`config.mk`:
```
export PLATFORM = sky130hd
export DESIGN_NAME = pwm_gen
export DESIGN_NICKNAME = d
export VERILOG_FILES = /design/src/rtl/pwm_gen_pkg.sv /design/src/rtl/pwm_gen_divider.sv /design/src/rtl/pwm_gen_ctrl.sv /design/src/rtl/pwm_gen_datapath.sv /design/src/rtl/pwm_gen.sv
export SDC_FILE = /design/constraint.sdc
export NUM_CORES = 1
export LEC_CHECK = 0
export BUFFER_PORTS_ARGS = -buffer_cell sky130_fd_sc_hd__buf_2
export CORE_UTILIZATION = 42
export CTS_BUF_LIST = sky130_fd_sc_hd__clkbuf_8
export DETAILED_ROUTE_END_ITERATION = 7
export PLACE_DENSITY = 0.64
export SLEW_MARGIN = 15
export SYNTH_ARGS = -nofsm -noshare
export SYNTH_HDL_FRONTEND = slang
export SYNTH_SLANG_ARGS = --single-unit
export TNS_END_PERCENT = 100
```
`constraint.sdc`:
```
create_clock -name clk -period 5.9 [get_ports clk]
set_input_delay 0.295 -clock clk [delete_from_list [all_inputs] [get_ports clk]]
set_output_delay 0.295 -clock clk [all_outputs]
set_load 0.01 [all_outputs]
```
`src/rtl/pwm_gen_pkg.sv`:
```
package pwm_gen_pkg;

  localparam logic [7:0] ADDR_DUTY    = 8'h00;
  localparam logic [7:0] ADDR_FREQ_LO = 8'h01;
  localparam logic [7:0] ADDR_FREQ_HI = 8'h02;

  localparam int PCT_FULL = 100;

  // strobes from the sequencer to the datapath
  typedef struct packed {
    logic capture;     // snapshot staged frequency and duty request
    logic startPer;    // begin CLK_HZ / freq
    logic latchPer;    // store period quotient
    logic startHigh;   // begin period*duty / 100
    logic loadShadow;  // move result into shadow pair, mark pending
  } ctrl_strobe_t;

  typedef enum logic [2:0] {
    ST_IDLE,
    ST_CHECK,
    ST_DIV_PER,
    ST_HIGH_START,
    ST_DIV_HIGH
  } ctrl_state_t;

endpackage

```
`src/rtl/pwm_gen_divider.sv`:
```
module pwm_gen_divider #(
  parameter int DIV_W = 27,
  parameter int DEN_W = 16,
  parameter int QUO_W = 20
) (
  input  logic             clk,
  input  logic             rstN,
  input  logic             start,
  input  logic [DIV_W-1:0] dividend,
  input  logic [DEN_W-1:0] divisor,
  output logic             done,
  output logic [QUO_W-1:0] quotient
);

  localparam int CNT_W = $clog2(DIV_W + 1);

  logic [DEN_W-1:0] rem;
  logic [DEN_W-1:0] den;
  logic [DIV_W-1:0] quo;
  logic [CNT_W-1:0] stepsLeft;
  logic             busy;
  logic [DEN_W:0]   trial;
  logic [DEN_W:0]   diff;
  logic             take;

  always_comb begin
    trial = {rem, quo[DIV_W-1]};
    take  = (trial >= {1'b0, den});
    diff  = trial - {1'b0, den};
  end

  always_ff @(posedge clk) begin
    if (!rstN) begin
      rem       <= '0;
      den       <= '0;
      quo       <= '0;
      stepsLeft <= '0;
      busy      <= 1'b0;
      done      <= 1'b0;
    end else begin
      done <= 1'b0;
      if (start) begin
        rem       <= '0;
        den       <= divisor;
        quo       <= dividend;
        stepsLeft <= CNT_W'(DIV_W);
        busy      <= 1'b1;
      end else if (busy) begin
        rem       <= take ? diff[DEN_W-1:0] : trial[DEN_W-1:0];
        quo       <= {quo[DIV_W-2:0], take};
        stepsLeft <= stepsLeft - CNT_W'(1);
        if (stepsLeft == CNT_W'(1)) begin
          busy <= 1'b0;
          done <= 1'b1;
        end
      end
    end
  end

  assign quotient = quo[QUO_W-1:0];


  start_accepted_chk: assert property (@(posedge clk) disable iff (!rstN)
    start |=> busy);


  done_single_pulse_chk: assert property (@(posedge clk) disable iff (!rstN)
    done |=> !done);

endmodule

```
`src/rtl/pwm_gen_ctrl.sv`:
```
module pwm_gen_ctrl
  import pwm_gen_pkg::*;
(
  input  logic         clk,
  input  logic         rstN,
  input  logic         dutyWrite,
  input  logic         workValid,
  input  logic         divDone,
  output ctrl_strobe_t strobe
);

  ctrl_state_t state;
  ctrl_state_t nextState;
  logic        reqFlag;

  always_comb begin
    strobe    = '0;
    nextState = state;
    unique case (state)
      ST_IDLE: begin
        if (reqFlag) begin
          strobe.capture = 1'b1;
          nextState      = ST_CHECK;
        end
      end
      ST_CHECK: begin
        if (workValid) begin
          strobe.startPer = 1'b1;
          nextState       = ST_DIV_PER;
        end else begin
          nextState = ST_IDLE;
        end
      end
      ST_DIV_PER: begin
        if (divDone) begin
          strobe.latchPer = 1'b1;
          nextState       = ST_HIGH_START;
        end
      end
      ST_HIGH_START: begin
        strobe.startHigh = 1'b1;
        nextState        = ST_DIV_HIGH;
      end
      ST_DIV_HIGH: begin
        if (divDone) begin
          strobe.loadShadow = 1'b1;
          nextState         = ST_IDLE;
        end
      end
      default: nextState = ST_IDLE;
    endcase
  end

  always_ff @(posedge clk) begin
    if (!rstN) begin
      state   <= ST_IDLE;
      reqFlag <= 1'b0;
    end else begin
      state <= nextState;
      if (dutyWrite)           reqFlag <= 1'b1;
      else if (strobe.capture) reqFlag <= 1'b0;
    end
  end


  reject_returns_idle_chk: assert property (@(posedge clk) disable iff (!rstN)
    (state == ST_CHECK && !workValid) |=> (state == ST_IDLE));

endmodule

```
`src/rtl/pwm_gen_datapath.sv`:
```
module pwm_gen_datapath
  import pwm_gen_pkg::*;
#(
  parameter int CLK_HZ = 1_000_000,
  parameter int FREQ_W = 16
) (
  input  logic         clk,
  input  logic         rstN,
  input  logic         wrEn,
  input  logic [7:0]   wrAddr,
  input  logic [7:0]   wrData,
  input  ctrl_strobe_t strobe,
  output logic         dutyWrite,
  output logic         workValid,
  output logic         divDone,
  output logic         pwmOut
);

  localparam int              PER_W    = $clog2(CLK_HZ + 1);
  localparam longint unsigned PROD_MAX = 64'(CLK_HZ) * 64'(PCT_FULL);
  localparam int              DIV_W    = $clog2(PROD_MAX + 1);
  localparam logic [31:0]     MAX_HZ   = 32'(CLK_HZ / PCT_FULL);
  localparam int              DUTY_W   = $clog2(PCT_FULL + 1);

  // host-facing staging
  logic [7:0]        freqLoHold;
  logic [FREQ_W-1:0] freqStaged;
  logic [DUTY_W-1:0] dutyReq;
  // commit working copies
  logic [FREQ_W-1:0] workFreq;
  logic [DUTY_W-1:0] workDuty;
  logic [PER_W-1:0]  workPer;
  // double buffer
  logic [PER_W-1:0]  shadowPer;
  logic [PER_W-1:0]  shadowHigh;
  logic              pending;
  logic [PER_W-1:0]  actPer;
  logic [PER_W-1:0]  actHigh;
  logic              armed;
  logic [PER_W-1:0]  cnt;
  logic              wrap;
  // divider hookup
  logic              divStart;
  logic [DIV_W-1:0]  divDividend;
  logic [FREQ_W-1:0] divDivisor;
  logic [PER_W-1:0]  divQuotient;

  assign dutyWrite = wrEn && (wrAddr == ADDR_DUTY);

  always_ff @(posedge clk) begin
    if (!rstN) begin
      freqLoHold <= '0;
      freqStaged <= '0;
      dutyReq    <= '0;
    end else if (wrEn) begin
      unique case (wrAddr)
        ADDR_FREQ_LO: freqLoHold <= wrData;
        ADDR_FREQ_HI: freqStaged <= {wrData, freqLoHold};
        ADDR_DUTY:    dutyReq    <= (wrData > 8'(PCT_FULL)) ? DUTY_W'(PCT_FULL)
                                                            : wrData[DUTY_W-1:0];
        default: ;
      endcase
    end
  end

  always_ff @(posedge clk) begin
    if (!rstN) begin
      workFreq <= '0;
      workDuty <= '0;
      workPer  <= '0;
    end else begin
      if (strobe.capture) begin
        workFreq <= freqStaged;
        workDuty <= dutyReq;
      end
      if (strobe.latchPer) workPer <= divQuotient;
    end
  end

  assign workValid = (workFreq != '0) && (32'(workFreq) <= MAX_HZ);

  always_comb begin
    divStart = strobe.startPer || strobe.startHigh;
    if (strobe.startPer) begin
      divDividend = DIV_W'(CLK_HZ);
      divDivisor  = workFreq;
    end else begin
      divDividend = DIV_W'(workPer) * DIV_W'(workDuty);
      divDivisor  = FREQ_W'(PCT_FULL);
    end
  end

  pwm_gen_divider #(
    .DIV_W (DIV_W),
    .DEN_W (FREQ_W),
    .QUO_W (PER_W)
  ) u_div (
    .clk      (clk),
    .rstN     (rstN),
    .start    (divStart),
    .dividend (divDividend),
    .divisor  (divDivisor),
    .done     (divDone),
    .quotient (divQuotient)
  );

  assign wrap = !armed || (cnt == actPer - PER_W'(1));

  always_ff @(posedge clk) begin
    if (!rstN) begin
      shadowPer  <= '0;
      shadowHigh <= '0;
      pending    <= 1'b0;
      actPer     <= '0;
      actHigh    <= '0;
      armed      <= 1'b0;
      cnt        <= '0;
    end else begin
      if (strobe.loadShadow) begin
        shadowPer  <= workPer;
        shadowHigh <= divQuotient;
      end
      if (strobe.loadShadow)      pending <= 1'b1;
      else if (wrap && pending)   pending <= 1'b0;

      if (wrap) begin
        cnt <= '0;
        if (pending) begin
          actPer  <= shadowPer;
          actHigh <= shadowHigh;
          armed   <= 1'b1;
        end
      end else begin
        cnt <= cnt + PER_W'(1);
      end
    end
  end

  assign pwmOut = armed && (cnt < actHigh);


  commit_at_wrap_chk: assert property (@(posedge clk) disable iff (!rstN)
    (!$stable(actHigh) || !$stable(actPer)) |-> (cnt == '0));


  count_in_period_chk: assert property (@(posedge clk) disable iff (!rstN)
    armed |-> (cnt < actPer));


  min_period_chk: assert property (@(posedge clk) disable iff (!rstN)
    armed |-> (actPer >= PER_W'(PCT_FULL)));


  high_within_period_chk: assert property (@(posedge clk) disable iff (!rstN)
    pending |-> (shadowHigh <= shadowPer));

endmodule

```
`src/rtl/pwm_gen.sv`:
```
module pwm_gen
  import pwm_gen_pkg::*;
#(
  parameter int CLK_HZ = 1_000_000,
  parameter int FREQ_W = 16
) (
  input  logic       clk,
  input  logic       rstN,
  input  logic       wrEn,
  input  logic [7:0] wrAddr,
  input  logic [7:0] wrData,
  output logic       pwmOut
);

  ctrl_strobe_t strobe;
  logic         dutyWrite;
  logic         workValid;
  logic         divDone;

  pwm_gen_ctrl u_ctrl (
    .clk       (clk),
    .rstN      (rstN),
    .dutyWrite (dutyWrite),
    .workValid (workValid),
    .divDone   (divDone),
    .strobe    (strobe)
  );

  pwm_gen_datapath #(
    .CLK_HZ (CLK_HZ),
    .FREQ_W (FREQ_W)
  ) u_dp (
    .clk       (clk),
    .rstN      (rstN),
    .wrEn      (wrEn),
    .wrAddr    (wrAddr),
    .wrData    (wrData),
    .strobe    (strobe),
    .dutyWrite (dutyWrite),
    .workValid (workValid),
    .divDone   (divDone),
    .pwmOut    (pwmOut)
  );

endmodule

```
==> qor.yml <==
post_drt_wl_per_cell_um: 16.4
globalplace.congestion: 0.919
path_class: "reg2reg"
grt_pass1_vias: 13700
worst-endpoint-arrival_ns: 6.01
finalSetupViolCount: 0
cts_tree: "built"
synth_edf_count: 0
core_area_mm2: 0.0390
fin_area_mm2: 0.0182
start_util_pct: 42.9
drc: 0
cts.clk_slew.worst_paths_ns: 0.06
cts-buffers-inserted: 44
final.setup.worst_slack_ns: 0.319
skew_ns: 0.0286
switching_share_pct: 22.8
maxSlewViolCount: 0
status: "finished clean"
ir_worst_vdd_v: 0.000177
period_share_pct: 94.6
min_to: "u_dp.u_div.busy"
io_pins: 20
crit_required_ns: 6.33
cts_root_buf: "clkbuf_8"
sequentialPowerShare_pct: 47.8
synth-main-ff-cell: "dfxtp_1"
crit_path_end_kind: "flop"
drv_cap: 0
cpMostUsedCell: "fa_1"
register_area_mm2: 0.00493
async_flop_share_pct: 0
p_sw_uw: 793
r2r_setup_slack_ns: 0.32
grt_first_pass_wirelength_um: 69900
drive_gt1_share_pct: 6.85
grt_max_degree: 109
avgSynthCellArea_um2: 8.28
syn_nets: 2215
vias_per_cell: 5.56
row_count: 72
critPathMaxStageDelay_ns: 0.59
antenna_found_initial: 0
internal-power_uw: 2690
dpl_worst_slack_ns: 0.346
dp_hpwl_um: 29700
synth_seq_cells: 246
worst_slew_pin_slew_ns: 0.996
dieArea_mm2: 0.0406
hold_start: "rstN"
timing_hold_violations_final: 0
worstReg2RegStart: "u_dp.workDuty[6]"
nets: 2176
fin_total_pwr_uw: 3480
dr.pass1.iters: 5
global_route.usage.total_pct: 20.8
r2r_end: "u_dp.u_div.quo[25]"
rsz0062_at_grt: "false"
startpoint_type: "flop"
worstPathCellList: "and2_1 -> fa_1 -> fa_1 -> fa_1 -> inv_1 -> fa_1 -> inv_1 -> ha_1 -> o21ai_0 -> nor4_1 -> a2111oi_0 -> buf_4 -> a21boi_0 -> a31oi_1 -> o21ai_0 -> xnor2_1 -> o22ai_1"
combPwrFrac_pct: 1.8
synth.distinct_cells: 75
critPathBufInv: 3
worstHoldPathCells: 2
clock_path_buffers: 3
post-cts-setup-buffers: 0
max_slew_margin_pct: 33.4
yosys_warnings: 0
seq_area_frac_synth_pct: 29.4
power_leakage_uw: 0.00731
synthCells: 2022
holdWs_ns: 0.124
path_max_fanout: 15
drtAntennaViolNets: 0
cts_resized: 0
clock-sinks: 246
multi_input_area_mm2: 0.0106
pwr-share-clk_pct: 50.4
grt-ovfl-total: 0
ctsHtreeMaxLevel: 2
port_buffers: 19
drt_iter0_drc: 1039
die_height_um: 202
cp_top_family: "adder cells"
die_w_um: 202
syn_area_mm2: 0.0167
powerDensity_mw_per_mm2: 191
holdCritPathClass: "in2reg"
post-route-min-period_ns: 5.58
crit_slowest_cell: "dfxtp_1"
vias: 14100
clock_latency_ns: 0.58
r2r_cells: 17
fillers: 3789
tns_ns: 0
wirelength_um: 41600
antenna_cells: 0
synthToLayoutAreaGrowth_pct: 8.61
fmax_mhz: 179
post_dp_cell_area_mm2: 0.0171
layout by cell type, fill, tap and decap left out, types with 6 or more instances in the layout:
| master | Yosys | final |
|---|---|---|
| and3b_1 | 18 | 18 |
| a21boi_0 | 106 | 106 |
| o21a_1 | 12 | 12 |
| inv_1 | 152 | 160 |
| buf_2 | 10 | 18 |
| xnor2_1 | 41 | 41 |
| nand2b_1 | 11 | 11 |
| o21ai_0 | 85 | 85 |
| dfxtp_1 | 246 | 244 |
| dlygate4sd3_1 | 0 | 8 |
| fa_1 | 90 | 90 |
| nor3_1 | 40 | 39 |
| nand4_1 | 53 | 53 |
| ha_1 | 84 | 84 |
| nor2_1 | 47 | 47 |
| or3_1 | 8 | 8 |
| nor4_1 | 9 | 9 |
| a211oi_1 | 6 | 6 |
| a21o_1 | 16 | 16 |
| and3_1 | 15 | 15 |
| nand3_1 | 70 | 70 |
| a21oi_1 | 64 | 64 |
| o22ai_1 | 9 | 9 |
| nand2_1 | 309 | 309 |
| clkbuf_8 | 0 | 57 |
| buf_4 | 2 | 31 |
| a31oi_1 | 53 | 53 |
| nor2b_1 | 29 | 28 |
| mux2i_1 | 21 | 21 |
| xor2_1 | 31 | 31 |
| and2_1 | 101 | 101 |
| o211ai_1 | 42 | 42 |
| nor3b_1 | 26 | 26 |
worst max path at each step:
stage / startpoint / to / slack [ns] / cells after the start
CTS: u_dp.workDuty[5] / u_dp.u_div.quo[25] / 0.35 / 17
floorplan: u_dp.workDuty[5] / u_dp.u_div.quo[25] / 0.89 / 17
global placement: u_dp.workDuty[6] / u_dp.u_div.quo[25] / 0.49 / 17
global route: u_dp.workDuty[6] / u_dp.u_div.quo[26] / 0.03 / 17
finish: u_dp.workDuty[6] / u_dp.u_div.quo[25] / 0.32 / 17
detailed placement: u_dp.workDuty[5] / u_dp.u_div.quo[25] / 0.35 / 17
sequential cells by signal (all words and copies together), names as in the netlist:
register,count
u_dp.workDuty,7
u_dp.actPer,20
u_dp.u_div.den,16
u_dp.u_div.quo,27
u_dp.dutyReq,7
u_dp.freqStaged,16
u_dp.actHigh,20
u_dp.workFreq,16
u_dp.cnt,20
u_ctrl.reqFlag,1
u_dp.shadowPer,20
u_dp.armed,1
u_ctrl.state,3
u_dp.u_div.busy,1
u_dp.shadowHigh,20
u_dp.workPer,20
u_dp.u_div.stepsLeft,5
u_dp.pending,1
u_dp.u_div.done,1
u_dp.u_div.rem,16
u_dp.freqLoHold,8
power groups by stage:
stage | logic [uW] | clock network [uW] | registers [uW]
3_3_place_gp | 58.1 | 0 | 1700
5_1_grt | 68.4 | 1880 | 1660
6_report | 63.3 | 1750 | 1660
3_5_place_dp | 58.7 | 0 | 1700
2_1_floorplan | 41.3 | 0 | 1700
4_1_cts | 62.7 | 1810 | 1660
what timing repair did:
action                     CTS  global route
hold buffers                 8             0
setup endpoints to repair    0             0
hold endpoints to repair    12             0
routing by layer:
layer / global-route usage [%] / vias to the layer above / share of wire (%)
met2: 34.1 / 334 / 46
met3: 2.96 / 88 / 4.4
met5: 0 / - / 0
met4: 7.55 / 0 / 3.4
li1: - / 6882 / -
met1: 27.8 / 6783 / 46
area by class of cell:
class	instances	area share, %
Clock inverter	20	0.991
Tap cell	518	3.57
Sequential cell	246	27.1
Inverter	153	3.16
Clock buffer	57	4.32
Multi-Input combinational cell	1480	58.6
Timing Repair Buffer	58	2.28
cell families (layout without fill, tap and decap cells):
group	count (synthesis)	count (layout)	synth area share, %
adders and majority gates	174	174	17.0
DFF	246	246	29.4
xor gates and xnor gates	72	72	3.77
and+or+nand+nor	758	758	23.1
buffers and inverters	296	288	7.00
AOI/OAI and AO/OA	450	450	18.0
muxes	26	26	1.59
per-stage QoR:
step	instances	util [%]
2_1_floorplan	2022	-
3_3_place_gp	2447	43.9
4_1_cts	2532	46.6
6_report	2532	46.6
5_1_grt	2532	46.6
3_5_place_dp	2447	43.9
worst reg2reg max path: cells and delay by family (launching register included):
kind	cells	cell delay (ns)
AOI/OAI and AO/OA	6	1.66
xor gates and xnor gates	1	0.16
adders and majority gates	5	2.35
buffers and inverters	3	0.31
DFF	1	0.59
and+or+nand+nor	2	0.37
cells in the mapped netlist, drive strengths merged (64+ instances only):
master,instances,area (um2)
ha,84,1050
fa,90,1800
nand3,70,350
o21ai,85,425
and2,102,638
inv,152,571
clkbuf,124,468
nand2,309,1160
a21oi,64,320
dfxtp,246,4920
a21boi,106,796
(Power assumes the default switching activity.)
